## src/rtl/dgf_pkg.sv

```systemverilog
`timescale 1ns/1ps
package dgf_pkg;
  localparam int CLS_W = 3;

  typedef enum logic [CLS_W-1:0] {
    CL_ALU  = 3'd0,
    CL_BR   = 3'd1,
    CL_SOLO = 3'd2,
    CL_PAIR = 3'd3,
    CL_QUAD = 3'd4,
    CL_PERM = 3'd5
  } cls_e;
endpackage

```

## src/rtl/dgf_insert.sv

```systemverilog
`timescale 1ns/1ps
// Places one instruction into a partially built group, if the slot rules allow it.
module dgf_insert
  import dgf_pkg::*;
#(
  parameter int TAG_W    = 8,
  parameter int NB_SLOTS = 4,
  parameter int BR_SLOTS = 2,
  localparam int SLOTS   = NB_SLOTS + BR_SLOTS,
  localparam int NBC_W   = $clog2(NB_SLOTS + 1),
  localparam int BRC_W   = $clog2(BR_SLOTS + 1)
) (
  input  logic [SLOTS-1:0]       base_v,
  input  logic [SLOTS*TAG_W-1:0] base_t,
  input  logic [SLOTS*CLS_W-1:0] base_c,
  input  logic [NBC_W-1:0]       base_nb,
  input  logic [BRC_W-1:0]       base_br,
  input  logic [CLS_W-1:0]       in_cls,
  input  logic [TAG_W-1:0]       in_tag,
  output logic                   fits,
  output logic [SLOTS-1:0]       new_v,
  output logic [SLOTS*TAG_W-1:0] new_t,
  output logic [SLOTS*CLS_W-1:0] new_c,
  output logic [NBC_W-1:0]       new_nb,
  output logic [BRC_W-1:0]       new_br
);
  logic empty, open_br, is_br;
  int   span;

  assign empty   = (base_nb == '0) && (base_br == '0);
  assign open_br = int'(base_br) < BR_SLOTS;

  always_comb begin
    is_br = 1'b0;
    span  = 1;
    case (cls_e'(in_cls))
      CL_BR: begin
        is_br = 1'b1;
        span  = 0;
        fits  = open_br;
      end
      CL_SOLO: fits = empty;
      CL_PAIR: begin
        span = 2;
        fits = empty;
      end
      CL_QUAD: begin
        span = NB_SLOTS;
        fits = empty;
      end
      CL_PERM: fits = open_br && (int'(base_nb) < 2);
      default: fits = open_br && (int'(base_nb) < NB_SLOTS);
    endcase
  end

  for (genvar i = 0; i < SLOTS; i++) begin : g_slot
    logic hit;
    if (i < NB_SLOTS) begin : g_nb
      assign hit = fits && !is_br && (i >= int'(base_nb)) && (i < int'(base_nb) + span);
    end else begin : g_br
      assign hit = fits && is_br && ((i - NB_SLOTS) == int'(base_br));
    end
    assign new_v[i]                  = base_v[i] | hit;
    assign new_t[i*TAG_W +: TAG_W]   = hit ? in_tag : base_t[i*TAG_W +: TAG_W];
    assign new_c[i*CLS_W +: CLS_W]   = hit ? in_cls : base_c[i*CLS_W +: CLS_W];
  end

  assign new_nb = (fits && !is_br) ? base_nb + NBC_W'(span) : base_nb;
  assign new_br = (fits && is_br)  ? base_br + BRC_W'(1)    : base_br;
endmodule

```

## src/rtl/dgf_group_reg.sv

```systemverilog
`timescale 1ns/1ps
// Registered group output; loads only when the consumer side is free.
module dgf_group_reg #(
  parameter int W_V = 6,
  parameter int W_T = 48,
  parameter int W_C = 18
) (
  input  logic           clk,
  input  logic           rst,
  input  logic           ld,
  input  logic           nxt_valid,
  input  logic [W_V-1:0] nxt_v,
  input  logic [W_T-1:0] nxt_t,
  input  logic [W_C-1:0] nxt_c,
  output logic           grp_valid,
  output logic [W_V-1:0] slot_v,
  output logic [W_T-1:0] slot_t,
  output logic [W_C-1:0] slot_c
);
  always_ff @(posedge clk) begin
    if (rst) begin
      grp_valid <= 1'b0;
      slot_v    <= '0;
      slot_t    <= '0;
      slot_c    <= '0;
    end else if (ld) begin
      grp_valid <= nxt_valid;
      slot_v    <= nxt_valid ? nxt_v : '0;
      slot_t    <= nxt_valid ? nxt_t : '0;
      slot_c    <= nxt_valid ? nxt_c : '0;
    end
  end
endmodule

```

## src/rtl/dispatch_group_former.sv

```systemverilog
`timescale 1ns/1ps
module dispatch_group_former
  import dgf_pkg::*;
#(
  parameter int TAG_W    = 8,
  parameter int NB_SLOTS = 4,
  parameter int BR_SLOTS = 2
) (
  input  logic                                 clk,
  input  logic                                 rst,
  input  logic                                 in_valid,
  output logic                                 in_ready,
  input  logic [TAG_W-1:0]                     in_tag,
  input  logic [2:0]                           in_cls,
  output logic                                 grp_valid,
  input  logic                                 grp_ready,
  output logic [NB_SLOTS+BR_SLOTS-1:0]         slot_valid,
  output logic [(NB_SLOTS+BR_SLOTS)*TAG_W-1:0] slot_tag,
  output logic [(NB_SLOTS+BR_SLOTS)*3-1:0]     slot_cls
);
  localparam int SLOTS = NB_SLOTS + BR_SLOTS;
  localparam int NBC_W = $clog2(NB_SLOTS + 1);
  localparam int BRC_W = $clog2(BR_SLOTS + 1);
  localparam int TW    = SLOTS * TAG_W;
  localparam int CW    = SLOTS * CLS_W;

  // group under construction
  logic [SLOTS-1:0] bld_v;
  logic [TW-1:0]    bld_t;
  logic [CW-1:0]    bld_c;
  logic [NBC_W-1:0] bld_nb;
  logic [BRC_W-1:0] bld_br;

  // builder with the head merged in, and the head alone in a fresh group
  logic             m_fits, s_fits, m_closes;
  logic [SLOTS-1:0] m_v, s_v;
  logic [TW-1:0]    m_t, s_t;
  logic [CW-1:0]    m_c, s_c;
  logic [NBC_W-1:0] m_nb, s_nb;
  logic [BRC_W-1:0] m_br, s_br;

  logic             out_free, emit;
  logic [SLOTS-1:0] e_v, n_v;
  logic [TW-1:0]    e_t, n_t;
  logic [CW-1:0]    e_c, n_c;
  logic [NBC_W-1:0] n_nb;
  logic [BRC_W-1:0] n_br;

  dgf_insert #(.TAG_W(TAG_W), .NB_SLOTS(NB_SLOTS), .BR_SLOTS(BR_SLOTS)) u_merge (
    .base_v(bld_v), .base_t(bld_t), .base_c(bld_c), .base_nb(bld_nb), .base_br(bld_br),
    .in_cls(in_cls), .in_tag(in_tag), .fits(m_fits),
    .new_v(m_v), .new_t(m_t), .new_c(m_c), .new_nb(m_nb), .new_br(m_br)
  );

  dgf_insert #(.TAG_W(TAG_W), .NB_SLOTS(NB_SLOTS), .BR_SLOTS(BR_SLOTS)) u_fresh (
    .base_v('0), .base_t('0), .base_c('0), .base_nb('0), .base_br('0),
    .in_cls(in_cls), .in_tag(in_tag), .fits(s_fits),
    .new_v(s_v), .new_t(s_t), .new_c(s_c), .new_nb(s_nb), .new_br(s_br)
  );

  assign out_free = !grp_valid || grp_ready;
  assign in_ready = out_free;
  assign m_closes = m_fits && (in_cls == CL_BR) && (int'(bld_br) == BR_SLOTS - 1);

  always_comb begin
    emit = 1'b0;
    e_v  = bld_v;  e_t  = bld_t;  e_c  = bld_c;
    n_v  = bld_v;  n_t  = bld_t;  n_c  = bld_c;
    n_nb = bld_nb; n_br = bld_br;
    if (in_valid && m_fits) begin
      if (m_closes) begin
        emit = 1'b1;
        e_v  = m_v; e_t = m_t; e_c = m_c;
        n_v  = '0;  n_t = '0;  n_c = '0;
        n_nb = '0;  n_br = '0;
      end else begin
        n_v  = m_v;  n_t  = m_t;  n_c = m_c;
        n_nb = m_nb; n_br = m_br;
      end
    end else if (in_valid && s_fits) begin
      emit = 1'b1;
      n_v  = s_v;  n_t  = s_t;  n_c = s_c;
      n_nb = s_nb; n_br = s_br;
    end else if ((bld_nb != '0) || (bld_br != '0)) begin
      emit = 1'b1;
      n_v  = '0; n_t = '0; n_c = '0;
      n_nb = '0; n_br = '0;
    end
  end

  always_ff @(posedge clk) begin
    if (rst) begin
      bld_v  <= '0;
      bld_t  <= '0;
      bld_c  <= '0;
      bld_nb <= '0;
      bld_br <= '0;
    end else if (out_free) begin
      bld_v  <= n_v;
      bld_t  <= n_t;
      bld_c  <= n_c;
      bld_nb <= n_nb;
      bld_br <= n_br;
    end
  end

  dgf_group_reg #(.W_V(SLOTS), .W_T(TW), .W_C(CW)) u_out (
    .clk(clk), .rst(rst), .ld(out_free), .nxt_valid(emit),
    .nxt_v(e_v), .nxt_t(e_t), .nxt_c(e_c),
    .grp_valid(grp_valid), .slot_v(slot_valid), .slot_t(slot_tag), .slot_c(slot_cls)
  );

  // ---------------- assertions ----------------
  assert_idle_clear_R1: assert property (@(posedge clk) disable iff (rst)
    !grp_valid |-> (slot_valid == '0));

  assert_group_nonempty_R2: assert property (@(posedge clk) disable iff (rst)
    grp_valid |-> (slot_valid != '0));

  for (genvar k = 1; k < NB_SLOTS; k++) begin : g_nb_chk
    assert_nb_packed_R2: assert property (@(posedge clk) disable iff (rst)
      (grp_valid && slot_valid[k]) |-> slot_valid[k-1]);
  end

  for (genvar k = 2; k < NB_SLOTS; k++) begin : g_perm_chk
    assert_perm_low_R8: assert property (@(posedge clk) disable iff (rst)
      (grp_valid && slot_valid[k]) |-> (slot_cls[k*CLS_W +: CLS_W] != CL_PERM));
  end

  for (genvar k = NB_SLOTS; k < SLOTS; k++) begin : g_br_chk
    assert_branch_slot_R2: assert property (@(posedge clk) disable iff (rst)
      (grp_valid && slot_valid[k]) |-> (slot_cls[k*CLS_W +: CLS_W] == CL_BR));
  end

  assert_second_branch_last_R4: assert property (@(posedge clk) disable iff (rst)
    (in_valid && in_ready && (in_cls == CL_BR) && (int'(bld_br) == BR_SLOTS - 1))
    |=> (grp_valid && slot_valid[SLOTS-1] &&
         (slot_tag[(SLOTS-1)*TAG_W +: TAG_W] == $past(in_tag)) && (bld_br == '0)));

  assert_fresh_fit_R9: assert property (@(posedge clk) disable iff (rst)
    in_valid |-> s_fits);

  assert_hold_R11: assert property (@(posedge clk) disable iff (rst)
    (grp_valid && !grp_ready) |=> (grp_valid && $stable(slot_valid) &&
                                   $stable(slot_tag) && $stable(slot_cls)));

  assert_no_take_R11: assert property (@(posedge clk) disable iff (rst)
    (grp_valid && !grp_ready) |-> !in_ready);
endmodule

```

## config.mk

```make
export PLATFORM = sky130hd
export DESIGN_NAME = dispatch_group_former
export DESIGN_NICKNAME = d
export VERILOG_FILES = /design/src/rtl/dgf_pkg.sv /design/src/rtl/dgf_insert.sv /design/src/rtl/dgf_group_reg.sv /design/src/rtl/dispatch_group_former.sv
export SDC_FILE = /design/constraint.sdc
export NUM_CORES = 1
export LEC_CHECK = 0
export ABC_AREA = 1
export BUFFER_PORTS_ARGS = -buffer_cell sky130_fd_sc_hd__buf_2
export CAP_MARGIN = 25
export CORE_MARGIN = 2
export CORE_UTILIZATION = 30
export DETAILED_ROUTE_END_ITERATION = 10
export HOLD_SLACK_MARGIN = 0.12
export SKIP_LAST_GASP = 1
export SLEW_MARGIN = 15
export SYNTH_ARGS = -nofsm -noshare
export SYNTH_HDL_FRONTEND = slang
export SYNTH_SLANG_ARGS = --single-unit
```

## constraint.sdc

```tcl
create_clock -name clk -period 6.7 [get_ports clk]
set_input_delay 1.34 -clock clk [delete_from_list [all_inputs] [get_ports clk]]
set_output_delay 1.34 -clock clk [all_outputs]
set_load 0.02 [all_outputs]
```

==> metrics.md, run 1 <==
| Metric | Value |
|---|---|
| Status | finished clean |
| Die width | 159 um |
| First-pass GRT wire length | 34.6 mm |
| Most frequent CP cell | nand2_1 |
| Family with the most delay on the worst path | simple AND/OR/NAND/NOR gates |
| Initial antenna violation count | 0 |
| #FFs+latches synth | 150 |
| Area Overhead vs Synth | 16.3% |
| Worst slew pin tran | 1.03 ns |
| DR iter-0 viols | 608 |
| Cells after Synth | 1,094 |
| IO Pins | 89 |
| Worst Path Arrival | 4.49 ns |
| Final wirelength | 21.2 mm |
| Critical Path, Cell by Cell | buf_2 -> nor2_1 -> nand2_1 -> inv_1 -> nor2_2 -> nand2_1 -> inv_1 -> ha_1 -> ha_1 -> inv_1 -> nand2_1 -> nand2_1 -> nand2_1 -> nand4_1 -> nand2_1 -> nand2_1 -> a21oi_1 -> nor2_1 |
| Unrepaired setup endpoints after global routing | false |
| Commonest cells after routing, fill and taps aside | nand2_1 (346), dfxtp_1 (150), inv_1 (131) |
| H-tree depth | 4 |
| Die height | 159 um |
| Initial Util | 30.5% |
| Max Cap Violations | 0 |
| Synth unique cells | 27 |
| Syn_nets | 1,112 |
| PwrDens | 358 mW/mm2 |
| Leakage Power | 3.53 nW |
| IO buf count | 88 |
| Tot Pwr | 2.98 mW |
| Mapped Area | 0.00716 mm2 |
| Placeable Area | 0.0235 mm2 |
| Reg clk slew, reported paths | 0.06 ns |
| Clock Tree Root | clkbuf_16 |
| # diodes | 0 |
| Max Fclk | 238 MHz |
| Antenna Nets Post-Route | 0 |
| Warnings from Yosys | 0 |
| Initial DRT Pass Iterations | 5 |
| Placed Area | 0.00774 mm2 |
| Slew HR | 31.4% |
| Post_cts resized | 0 |
| Startpoint types | input port |
| Wire per inst | 14.4 um |
| Final Wtd Congestion | 0.957 |
| CP Class | in2reg |
| Post-Syn Area per Cell | 6.55 um2 |
| DPL Wire Length | 14.0 mm |
| Setup TNS | 0 ns |
| # setup viols final | 0 |
| Sequential cell area fraction in the yosys report | 41.9% |
| Critical-path top delay cell | nand2_1 |
| Max-slew violation total from the final report | 0 |
| Die footprint | 0.0251 mm2 |
| Overall Global Routing Usage | 17.5% |
| CP max FO | 12 |
| Later-pin clock latency in the skew report | 0.44 ns |
| CP Capture Type | register |
| Number of global-route vias before repair | 6,500 |
| Hold WC Path Type | reg2reg |
| Via count | 6,963 |
| DR vias/cell | 4.73 |
| Worst-case clock buffer depth | 2 |
| Buffer count from post-CTS setup fixing | 0 |
| Row count | 56 |
| Fin Clk Skew | 0.0105 ns |
| Final hold violations | 0 |
| Fillers | 2,537 |
| Inserted Clock Buffers | 17 |
| CP Data Required Time | 6.99 ns |
| Share of layout cells above drive strength 1 | 12.7% |
| Crit path time final | 4.20 ns |
| Commonest non-fill, non-tap cell in the layout | nand2_1 |
| GRT overflow | 0 |
| CTS Hold Bufs | 0 |
| Clock sink count | 150 |
| Worst path bufs/invs | 4 |
| Tcrit/Tclk final | 62.7% |
| Reg2Reg Setup Slack | 3.31 ns |
| Nets | 1,157 |
| Worst vdd ir | 0.000209 V |
| Worst stage delay on the critical path | 0.55 ns |
| TritonCTS clock tree | yes |
| Post-route cell area | 0.00833 mm2 |
| Pin count of the biggest net entering global routing | 74 |
| # DRC | 0 |
-- metrics by stage --
| step | hold WS [ns] | setup WS [ns] | util (%) | std cells |
|---|---|---|---|---|
| 2_1_floorplan | 0.408 | 3.33 | - | 1094 |
| 3_3_place_gp | 0.415 | 2.20 | 33.0 | 1439 |
| 3_5_place_dp | 0.418 | 2.14 | 33.0 | 1439 |
| 4_1_cts | 0.428 | 2.58 | 35.5 | 1471 |
| 5_1_grt | 0.448 | 2.04 | 35.5 | 1471 |
| 6_report | 0.424 | 2.50 | 35.5 | 1471 |
-- synth_stat cells --
library cell | number | area [um2]
nand4_1 | 34 | 213
nand3_2 | 3 | 30.0
and2_1 | 1 | 6.26
nor2_1 | 37 | 139
buf_4 | 4 | 30.0
inv_1 | 131 | 492
o21ai_1 | 4 | 20.0
nor3_1 | 18 | 90.1
nor3b_1 | 1 | 7.51
inv_2 | 8 | 30.0
nand3_1 | 121 | 606
clkbuf_1 | 35 | 131
dfxtp_1 | 150 | 3000
nand2_4 | 1 | 11.3
a21oi_1 | 130 | 651
o21ai_0 | 25 | 125
o22ai_1 | 2 | 12.5
buf_1 | 5 | 18.8
buf_6 | 3 | 33.8
nor2_4 | 2 | 22.5
nor2_2 | 3 | 18.8
nand2_1 | 346 | 1300
buf_2 | 22 | 110
nand2_2 | 2 | 12.5
ha_1 | 3 | 37.5
nand3b_1 | 1 | 7.51
clkinv_1 | 2 | 7.51
-- cell families (layout without fill, tap and decap cells) --
logic type               count (synthesis)  after routing  share of synthesized area (%)
buffers and inverters                  210            268                           11.9
AND/OR/NAND/NOR                        570            570                           34.4
flip-flops                             150            150                           41.9
adder cells (fa/ha/maj)                  3              3                          0.524
AO/OA/AOI/OAI                          161            161                           11.3
-- flip-flops by register name, summed over array words and instances (netlist names) --
signal and flops:
bld_br 2, bld_c 18, bld_nb 3, bld_t 48
bld_v 6, u_out.grp_valid 1, u_out.slot_c 18, u_out.slot_t 48
u_out.slot_v 6
-- path summary, 6_finish.rpt --
| check | startpoint | to | cells after the start |
|---|---|---|---|
| worst max-delay path | in_cls[0] | bld_v[0] | 18 |
| worst min-delay path | bld_t[44] | bld_t[44] | 2 |
| worst max register to register | bld_nb[1] | bld_t[3] | 12 |
| worst min register to register | bld_t[44] | bld_t[44] | 2 |
-- final cells by class --
| type | count | area, um2 | share of cell area, % |
|---|---|---|---|
| tap | 319 | 399 | 4.79 |
| clock buffer | 19 | 443 | 5.32 |
| clock inverter | 13 | 145 | 1.74 |
| sequential | 150 | 3000 | 36.0 |
| timing repair buffer | 95 | 495 | 5.95 |
| multi-input combinational | 734 | 3320 | 39.8 |
| inverter | 141 | 529 | 6.35 |
-- layer usage --
metal | up-vias | GRT usage [%] | part of all wire [%]
met4 | 0 | 6.09 | 1.8
met1 | 3180 | 24.9 | 51
met2 | 176 | 26.3 | 43
li1 | 3579 | - | -
met5 | - | 0 | 0
met3 | 28 | 3.48 | 4.7
-- power breakdown --
part | leakage [nW] | switching [mW] | internal, mW
clock network | 0.281 | 0.402 | 0.562
logic | 2.04 | 0.742 | 0.240
registers | 1.21 | 0.0614 | 0.974
total | 3.53 | 1.21 | 1.78
-- worst register-to-register path: stages (launching register included) --
cell and delay, ns:
dfxtp_1 0.41, nor2_1 0.09, nand2_1 0.08, nor2_1 0.06
nand2_1 0.05, buf_4 0.31, nand2_1 0.69, buf_4 0.55
nor2_1 0.60, nand3_1 0.21, nand2_1 0.10, inv_1 0.04
a21oi_1 0.12
No activity file was read; power rests on OpenSTA's default activity.
==> inputs of run 2 (changes only) <==
Clock period 6.7 ns to 4 ns, I/O delays scaled along.
==> run 2 against run 1 <==
Worst setup slack worse by 1.4 ns. Non-clock buffer count up 10. Hold slack improved by 0.00063 ns. Die area is the same. Final area rose by 1.9%. Largest power group is now combinational cells. Register-to-register slack got worse by 1.7 ns. Power grew 77%. Critical path type unchanged. Via count up 0.33%.
==> metrics.md, run 2 (synthesis results as in run 1) <==
| Metric | Value |
|---|---|
| Pin count of the biggest net entering global routing | 87 |
| Die footprint | 0.0251 mm2 |
| DR vias/cell | 4.72 |
| Wire per inst | 14.5 um |
| Area Overhead vs Synth | 18.5% |
| Reg clk slew, reported paths | 0.06 ns |
| Final wirelength | 21.4 mm |
| CP Capture Type | register |
| Hold endpoint | bld_t[44] |
| CP Data Required Time | 4.28 ns |
| Unrepaired setup endpoints after global routing | false |
| Antenna Nets Post-Route | 0 |
| Max Fclk | 348 MHz |
| Max Cap Violations | 0 |
| Worst-case clock buffer depth | 2 |
| Fillers | 2,553 |
| Placement Setup Slack | 0.688 ns |
| Hold WC Path Type | reg2reg |
| Reg-to-Reg Start | bld_nb[1] |
| Leakage Power | 3.62 nW |
| Largest registers | bld_t (48), u_out.slot_t (48) |
| Setup TNS | 0 ns |
| # setup viols final | 0 |
| Placeable Area | 0.0235 mm2 |
| Initial antenna violation count | 0 |
| Inserted Clock Buffers | 17 |
| Die height | 159 um |
| Reg2reg end | bld_nb[1] |
| Die width | 159 um |
| Number of global-route vias before repair | 6,406 |
| Final hold violations | 0 |
| Worst r2r path cells | 13 |
| Status | finished clean |
| # diodes | 0 |
| Share of layout cells above drive strength 1 | 13.3% |
| Row count | 56 |
| Commonest cells after routing, fill and taps aside | nand2_1 (346), dfxtp_1 (150), inv_1 (131) |
| CTS Hold Bufs | 0 |
| Overall Global Routing Usage | 17.4% |
| IO Pins | 89 |
| First-pass GRT wire length | 34.2 mm |
| CP Class | in2reg |
| Initial DRT Pass Iterations | 5 |
| Max-slew violation total from the final report | 0 |
| Clock sink count | 150 |
| CP max FO | 12 |
| Buffer count from post-CTS setup fixing | 0 |
| Startpoint types | input port |
| TritonCTS clock tree | yes |
| Final Wtd Congestion | 0.887 |
| Via count | 6,986 |
| GRT overflow | 0 |
| Clock Tree Root | clkbuf_16 |
| DPL Wire Length | 14.5 mm |
| Fin Clk Skew | 0.00972 ns |
| Nets | 1,167 |
| Worst vdd ir | 0.000406 V |
| # DRC | 0 |
| Worst slew pin tran | 0.943 ns |
| Slew HR | 37.2% |
| H-tree depth | 4 |
| Reg2Reg Setup Slack | 1.62 ns |
| Crit path time final | 2.88 ns |
| Initial Util | 30.5% |
| Worst Path Arrival | 3.16 ns |
| Tcrit/Tclk final | 71.9% |
| DR iter-0 viols | 704 |
| Hold path start | bld_t[44] |
| PwrDens | 621 mW/mm2 |
| IO buf count | 88 |
| Hold path cells | 2 |
| Commonest non-fill, non-tap cell in the layout | nand2_1 |
| Post_cts resized | 0 |
| Later-pin clock latency in the skew report | 0.43 ns |
| Setup slack after layout | 1.12 ns |
-- run 2: changes by cell type in the layout (fill, tap and decap cells not counted) --
| cell | previous run | this run |
|---|---|---|
| clkbuf_1 | 1 | 3 |
| clkinv_4 | 2 | 3 |
| buf_4 | 8 | 16 |
| bufinv_16 | 2 | 5 |
| clkinv_2 | 2 | 1 |
| clkinvlp_4 | 3 | 1 |
| buf_12 | 0 | 2 |
| inv_6 | 4 | 1 |
-- run 2: worst max-delay path: stages --
cell and delay, ns:
buf_2 0.13, inv_2 0.09, nand3_1 0.12, inv_1 0.08
nor2_2 0.34, nand2_1 0.12, inv_1 0.08, ha_1 0.16
ha_1 0.14, inv_1 0.05, nand2_1 0.06, nand2_1 0.05
nand2_1 0.14, nand4_1 0.12, nand2_1 0.36, nand2_1 0.11
a21oi_1 0.16, nor2_1 0.05
-- run 2: metal layers --
metal | track usage (%) | wire length (um) | share of wire (%) | vias to the layer above
met5 | 0 | 0 | 0 | -
met3 | 2.59 | 870 | 4.1 | 28
met1 | 24.4 | 10700 | 50 | 3190
met2 | 27.1 | 9490 | 44 | 166
li1 | - | - | - | 3602
met4 | 6.13 | 365 | 1.7 | 0
-- run 2: how the worst max path moves through the flow --
stage                     slack, ns        to  startpoint  depth (start not counted)
after global placement         0.74  bld_v[0]   in_cls[0]                         18
after detailed placement       0.69  bld_v[1]   in_cls[2]                         18
after floorplan                1.17  bld_v[0]   in_cls[0]                         19
after CTS                      1.14  bld_v[1]   in_cls[2]                         18
after global routing           0.79  bld_v[0]   in_cls[2]                         18
final                          1.12  bld_v[1]   in_cls[2]                         18
-- run 2: metrics by stage --
| step | instances | power [mW] | hold WS (ns) | instance area [um2] | util, % |
|---|---|---|---|---|---|
| floorplan | 1094 | 3.04 | 0.408 | 7160 | - |
| global placement | 1449 | 3.52 | 0.415 | 7840 | 33.4 |
| detailed placement | 1449 | 3.53 | 0.418 | 7840 | 33.4 |
| CTS | 1481 | 5.32 | 0.427 | 8490 | 36.2 |
| global route | 1481 | 5.60 | 0.439 | 8490 | 36.2 |
| finish | 1481 | 5.28 | 0.425 | 8490 | 36.2 |
-- run 2: layout make-up --
type	instances	area, um2	share of cell area [%]
multi-input cells	734	3320	39.1
flip-flops and latches	150	3000	35.4
repair buffers	105	596	7.01
inverters	141	529	6.23
clock buffers	21	450	5.31
well taps	319	399	4.70
clock inverters	11	198	2.33
-- run 2: report_power, final --
group	internal [mW]	switching (mW)
clock	1.13	0.646
sequential	1.63	0.102
combinational	0.491	1.28
